`src/rtl/jirq_pkg.sv`:
```
package jirq_pkg;
  localparam int unsigned IRQ_COUNT = 8;
  localparam int unsigned IRQ_ID_W  = $clog2(IRQ_COUNT + 1);

  typedef enum logic [1:0] {
    EVT_NONE = 2'd0,
    EVT_TAKE = 2'd1,
    EVT_RET  = 2'd2
  } evt_e;
endpackage

```
`src/rtl/jirq_capture.sv`:
```
module jirq_capture #(
  parameter int unsigned N = 8
) (
  input  logic         clk,
  input  logic         rst,
  input  logic [N-1:0] lines,
  input  logic [N-1:0] clr,
  output logic [N-1:0] pending
);
  logic [N-1:0] prev_q;
  logic [N-1:0] pend_q;

  genvar g;
  generate
    for (g = 0; g < N; g++) begin : g_bit
      logic rise;
      assign rise = lines[g] & ~prev_q[g];
      always_ff @(posedge clk) begin
        if (rst) begin
          prev_q[g] <= 1'b0;
          pend_q[g] <= 1'b0;
        end else begin
          prev_q[g] <= lines[g];
          pend_q[g] <= (pend_q[g] & ~clr[g]) | rise;
        end
      end
    end
  endgenerate

  assign pending = pend_q;
endmodule

```
`src/rtl/jirq_select.sv`:
```
module jirq_select #(
  parameter int unsigned N    = 8,
  parameter int unsigned ID_W = 4
) (
  input  logic [N-1:0]    pending,
  output logic            any,
  output logic [N-1:0]    grant,
  output logic [ID_W-1:0] id
);
  always_comb begin
    grant = '0;
    id    = '0;
    for (int i = N - 1; i >= 0; i--) begin
      if (pending[i]) begin
        grant    = '0;
        grant[i] = 1'b1;
        id       = ID_W'(i + 1);
      end
    end
  end

  assign any = |pending;
endmodule

```
`src/rtl/jirq_context.sv`:
```
module jirq_context
  import jirq_pkg::*;
#(
  parameter int unsigned AW          = 32,
  parameter int unsigned ID_W        = 4,
  parameter logic [AW-1:0] VECTOR_ADDR = '0
) (
  input  logic            clk,
  input  logic            rst,
  input  evt_e            evt,
  input  logic [AW-1:0]   ret_addr,
  input  logic [ID_W-1:0] new_id,
  output logic            enabled,
  output logic            redir_valid,
  output logic [AW-1:0]   redir_addr,
  output logic            flush_req,
  output logic [ID_W-1:0] svc_id
);
  logic [AW-1:0] saved_q;

  always_ff @(posedge clk) begin
    if (rst) begin
      enabled     <= 1'b1;
      saved_q     <= '0;
      svc_id      <= '0;
      redir_valid <= 1'b0;
      flush_req   <= 1'b0;
      redir_addr  <= '0;
    end else begin
      unique case (evt)
        EVT_TAKE: begin
          enabled     <= 1'b0;
          saved_q     <= ret_addr;
          svc_id      <= new_id;
          redir_valid <= 1'b1;
          flush_req   <= 1'b1;
          redir_addr  <= VECTOR_ADDR;
        end
        EVT_RET: begin
          enabled     <= 1'b1;
          redir_valid <= 1'b1;
          flush_req   <= 1'b1;
          redir_addr  <= saved_q;
        end
        default: begin
          redir_valid <= 1'b0;
          flush_req   <= 1'b0;
        end
      endcase
    end
  end
endmodule

```
`src/rtl/jirq_ctrl.sv`:
```
module jirq_ctrl
  import jirq_pkg::*;
#(
  parameter int unsigned   AW          = 32,
  parameter logic [AW-1:0] ROM_BASE    = 32'h0780_0000,
  parameter logic [AW-1:0] VECTOR_ADDR = 32'h0000_0100
) (
  input  logic                 clk,
  input  logic                 rst,
  input  logic [IRQ_COUNT-1:0] irq_lines,
  input  logic [AW-1:0]        cur_pc,
  input  logic                 jmp_valid,
  input  logic [AW-1:0]        jmp_target,
  input  logic                 reti_valid,
  output logic                 redir_valid,
  output logic [AW-1:0]        redir_addr,
  output logic                 flush_req,
  output logic [IRQ_ID_W-1:0]  intid
);
  logic [IRQ_COUNT-1:0] pending;
  logic [IRQ_COUNT-1:0] grant;
  logic [IRQ_COUNT-1:0] clr;
  logic                 any_pend;
  logic [IRQ_ID_W-1:0]  pick_id;
  logic                 enabled;
  logic                 in_main;
  logic                 take;
  evt_e                 evt;

  jirq_capture #(.N(IRQ_COUNT)) u_capture (
    .clk(clk), .rst(rst), .lines(irq_lines), .clr(clr), .pending(pending)
  );

  jirq_select #(.N(IRQ_COUNT), .ID_W(IRQ_ID_W)) u_select (
    .pending(pending), .any(any_pend), .grant(grant), .id(pick_id)
  );

  assign in_main = (cur_pc < ROM_BASE);
  assign take    = jmp_valid & enabled & in_main & any_pend & ~reti_valid;
  assign clr     = take ? grant : '0;

  always_comb begin
    if (reti_valid)  evt = EVT_RET;
    else if (take)   evt = EVT_TAKE;
    else             evt = EVT_NONE;
  end

  jirq_context #(.AW(AW), .ID_W(IRQ_ID_W), .VECTOR_ADDR(VECTOR_ADDR)) u_context (
    .clk(clk), .rst(rst), .evt(evt), .ret_addr(jmp_target), .new_id(pick_id),
    .enabled(enabled), .redir_valid(redir_valid), .redir_addr(redir_addr),
    .flush_req(flush_req), .svc_id(intid)
  );
endmodule

```
`config.mk`:
```
export PLATFORM = sky130hd
export DESIGN_NAME = jirq_ctrl
export DESIGN_NICKNAME = d
export VERILOG_FILES = /design/src/rtl/jirq_pkg.sv /design/src/rtl/jirq_capture.sv /design/src/rtl/jirq_select.sv /design/src/rtl/jirq_context.sv /design/src/rtl/jirq_ctrl.sv
export SDC_FILE = /design/constraint.sdc
export NUM_CORES = 1
export LEC_CHECK = 0
export ABC_AREA = 1
export BUFFER_PORTS_ARGS = -buffer_cell sky130_fd_sc_hd__buf_2
export CORE_MARGIN = 1
export CORE_UTILIZATION = 50
export CTS_CLUSTER_SIZE = 24
export DETAILED_ROUTE_END_ITERATION = 8
export PLACE_DENSITY = 0.89
export SYNTH_ARGS = -nofsm -noshare
export SYNTH_HDL_FRONTEND = slang
export SYNTH_SLANG_ARGS = --single-unit
```
`constraint.sdc`:
```
create_clock -name clk -period 1.6 [get_ports clk]
set_input_delay 0.24 -clock clk [delete_from_list [all_inputs] [get_ports clk]]
set_output_delay 0.24 -clock clk [all_outputs]
set_load 0.05 [all_outputs]
```
==> results.sh <==
export IMPL_drc_errors=10
export IMPL_clockBufferDepth=2
export IMPL_yosysWarnings=0
export IMPL_fmax_mhz=688
export IMPL_drt_initial_drc_count=200
export IMPL_grt_first_pass_wirelength_um=12900
export IMPL_rsz0062_at_grt="false"
export IMPL_synth_avg_cell_area_um2=7.80
export IMPL_synth_area_leaders="dfxtp_1 (51%), nand3_1 (12%), nand2_1 (9.6%)"
export IMPL_std_cell_rows=29
export IMPL_worstHoldPathCells=3
export IMPL_ff2ff_setup_slack_ns=0.15
export IMPL_area_delta_synth_final_pct=20.3
export IMPL_htreeDepth=3
export IMPL_finalCritPeriodShare_pct=90.9
export IMPL_cp_end_kind="register"
export IMPL_cp_max_fo=25
export IMPL_dp_cells=580
export IMPL_initial_core_util_pct=52.6
export IMPL_ir_drop_uv=501
export IMPL_cp_startpoint="u_context.enabled"
export IMPL_hold_viol_final=0
export IMPL_grt_max_degree=43
export IMPL_worstPathRequired_ns=1.83
export IMPL_worstPathArrival_ns=1.68
export IMPL_p_leak_nw=1.73
export IMPL_rr_startpoint="u_context.enabled"
export IMPL_min_period_ns=1.45
export IMPL_syn_cell_area_um2=3380
export IMPL_skew_ns=0.0141
export IMPL_ios=114
export IMPL_fillers=563
export IMPL_holdBufCountCts=0
export IMPL_gr_total_overflow=0
export IMPL_maxCapViolCount=0
export IMPL_critPathKind="register to register"
export IMPL_wl_per_cell_um=13.0
export IMPL_netlist_top_cell_by_area="dfxtp_1"
export IMPL_fin_setup_tns_ns=0
export IMPL_final_cells=596
export IMPL_setup_violations_final=0
export IMPL_nets=590
export IMPL_cts_tree="built"
export IMPL_violations="DRC"
export IMPL_first_pass_iters=6
export IMPL_layout_drive_gt1_share_pct=27.9
export IMPL_r2r_end="u_context.saved_q[29]"
export IMPL_hold_start="irq_lines[0]"
export IMPL_hold_ws_ns=0.109
export IMPL_grt_pass1_vias=2907
export IMPL_startpoint_type="register"
export IMPL_diodes=0
export IMPL_synth_cell_types=22
export IMPL_fin_util_pct=63.3
export IMPL_worstMarginPinSlew_ns=0.360
export IMPL_yosysSeqAreaShare_pct=50.9
export IMPL_gp_congestion=0.827
export IMPL_multi_input_area_um2=1350
export IMPL_cts_root_buf="clkbuf_8"
export IMPL_hp_class="primary input to register"
export IMPL_seq_area_um2=1720
export IMPL_clock_latency_ns=0.34
export IMPL_cts_num_sinks=86
export IMPL_portBuffers=90
export IMPL_syn_inst=433
export IMPL_slew_headroom_pct=76.0
export IMPL_worst_r2r_cell_count=8
export IMPL_ys_ff_latch=86
export IMPL_viasPerCell=5.16
export IMPL_dieArea_um2=7090
export IMPL_drv_slew=0
export IMPL_ant_nets=0
export IMPL_die_x_um=84.2
export IMPL_core_area_um2=6420
export IMPL_antenna_found_initial=0
export IMPL_grt_total_usage_pct=22.8
export IMPL_cts_buffers=9
export IMPL_vias=3078
export IMPL_dpl_hpwl_um=5260
export IMPL_synth_top_area_share_pct=50.9
export IMPL_wl_um=7760
export IMPL_p_per_area_nw_per_um2=981
export IMPL_synth_nets=509
export IMPL_endpoint="u_context.saved_q[29]"
export IMPL_outcome="complete, but fails checks"
export IMPL_clk_pin_slew_ns=0.08
export IMPL_die_h_um=84.2
-- flip-flops by register name, summed over array words and instances, names as in the netlist --
register              cells
u_context.redir_addr     32
u_context.flush_req       1
u_context.saved_q        32
u_context.enabled         1
u_capture.pending         8
u_capture.prev_q          8
u_context.svc_id          4
-- Yosys cell counts --
library cell	n
dfxtp_1	86
o21ai_0	5
inv_1	31
nand2_2	12
buf_1	4
buf_6	3
nand3_2	1
nor2_2	2
a21oi_1	59
nor2_4	2
nand4_1	1
clkbuf_1	14
nand3_1	79
clkinv_1	1
buf_12	1
buf_2	5
a21oi_2	10
inv_2	1
o21bai_1	1
buf_4	5
nand2_1	86
nor2_1	24
-- where the power goes --
part / internal (mW) / total, mW / switching (mW)
clock network: 0.726 / 1.47 / 0.743
registers: 2.18 / 2.21 / 0.0329
logic: 0.112 / 0.309 / 0.197
total: 3.01 / 3.99 / 0.973
-- layout make-up --
type	instances	area share (%)
repair buffers	102	14.3
clock inverters	5	1.48
inverters	33	3.05
clock buffers	11	3.23
multi-input cells	282	33.2
flip-flops and latches	86	42.4
well taps	77	2.37
-- repair_timing --
item,in CTS,in global routing
resized for setup,0,1
setup endpoints to repair,0,1
setup buffers,0,0
-- through the flow --
| step | power, mW | worst slack, ns | instance area (µm²) |
|---|---|---|---|
| 2_1_floorplan | 2.44 | 0.315 | 3380 |
| 3_3_place_gp | 2.55 | 0.162 | 3870 |
| 3_5_place_dp | 2.57 | 0.109 | 3870 |
| 4_1_cts | 4.03 | 0.143 | 4060 |
| 5_1_grt | 4.16 | 0.0395 | 4070 |
| 6_report | 3.99 | 0.146 | 4070 |
-- layout by cell type, fill, tap and decap left out, types with 3 or more instances in the layout --
cell and n:
dfxtp_1 86, a21oi_2 10, o21ai_0 5, buf_12 3, nor2_1 24, nand2_1 86
buf_4 8, nand3_1 79, clkbuf_8 9, nand2_2 12, buf_2 90, a21oi_1 59
inv_1 30
-- logic make-up after synthesis --
family          synth area share, %
simple gates                   27.7
compound gates                 12.3
buf+inv                        9.11
flops                          50.9
-- critical path, cell delays in order (launching register included) --
cell and delay (ns):
dfxtp_1 0.34, nand2_1 0.05, nor2_1 0.14, inv_1 0.07, nor2_2 0.19, nand3_2 0.19
buf_12 0.22, nand2_1 0.07, a21oi_1 0.06
-- per-layer routing --
layer	wire, µm	track usage, %	part of all wire, %
met1	3440	26.5	44
met2	3880	40.8	50
met3	330	4.82	4.3
met4	111	9.56	1.4
met5	0	0	0
-- worst min-delay path by stage --
stage	slack, ns	end
after floorplan	0.35	u_capture.prev_q[0]
after global placement	0.40	u_capture.pending[0]
after detailed placement	0.42	u_capture.pending[0]
after CTS	0.1	u_capture.prev_q[0]
after global routing	0.10	u_capture.prev_q[0]
final	0.11	u_capture.prev_q[0]
Note: power is estimated with default switching activity, not from simulation.
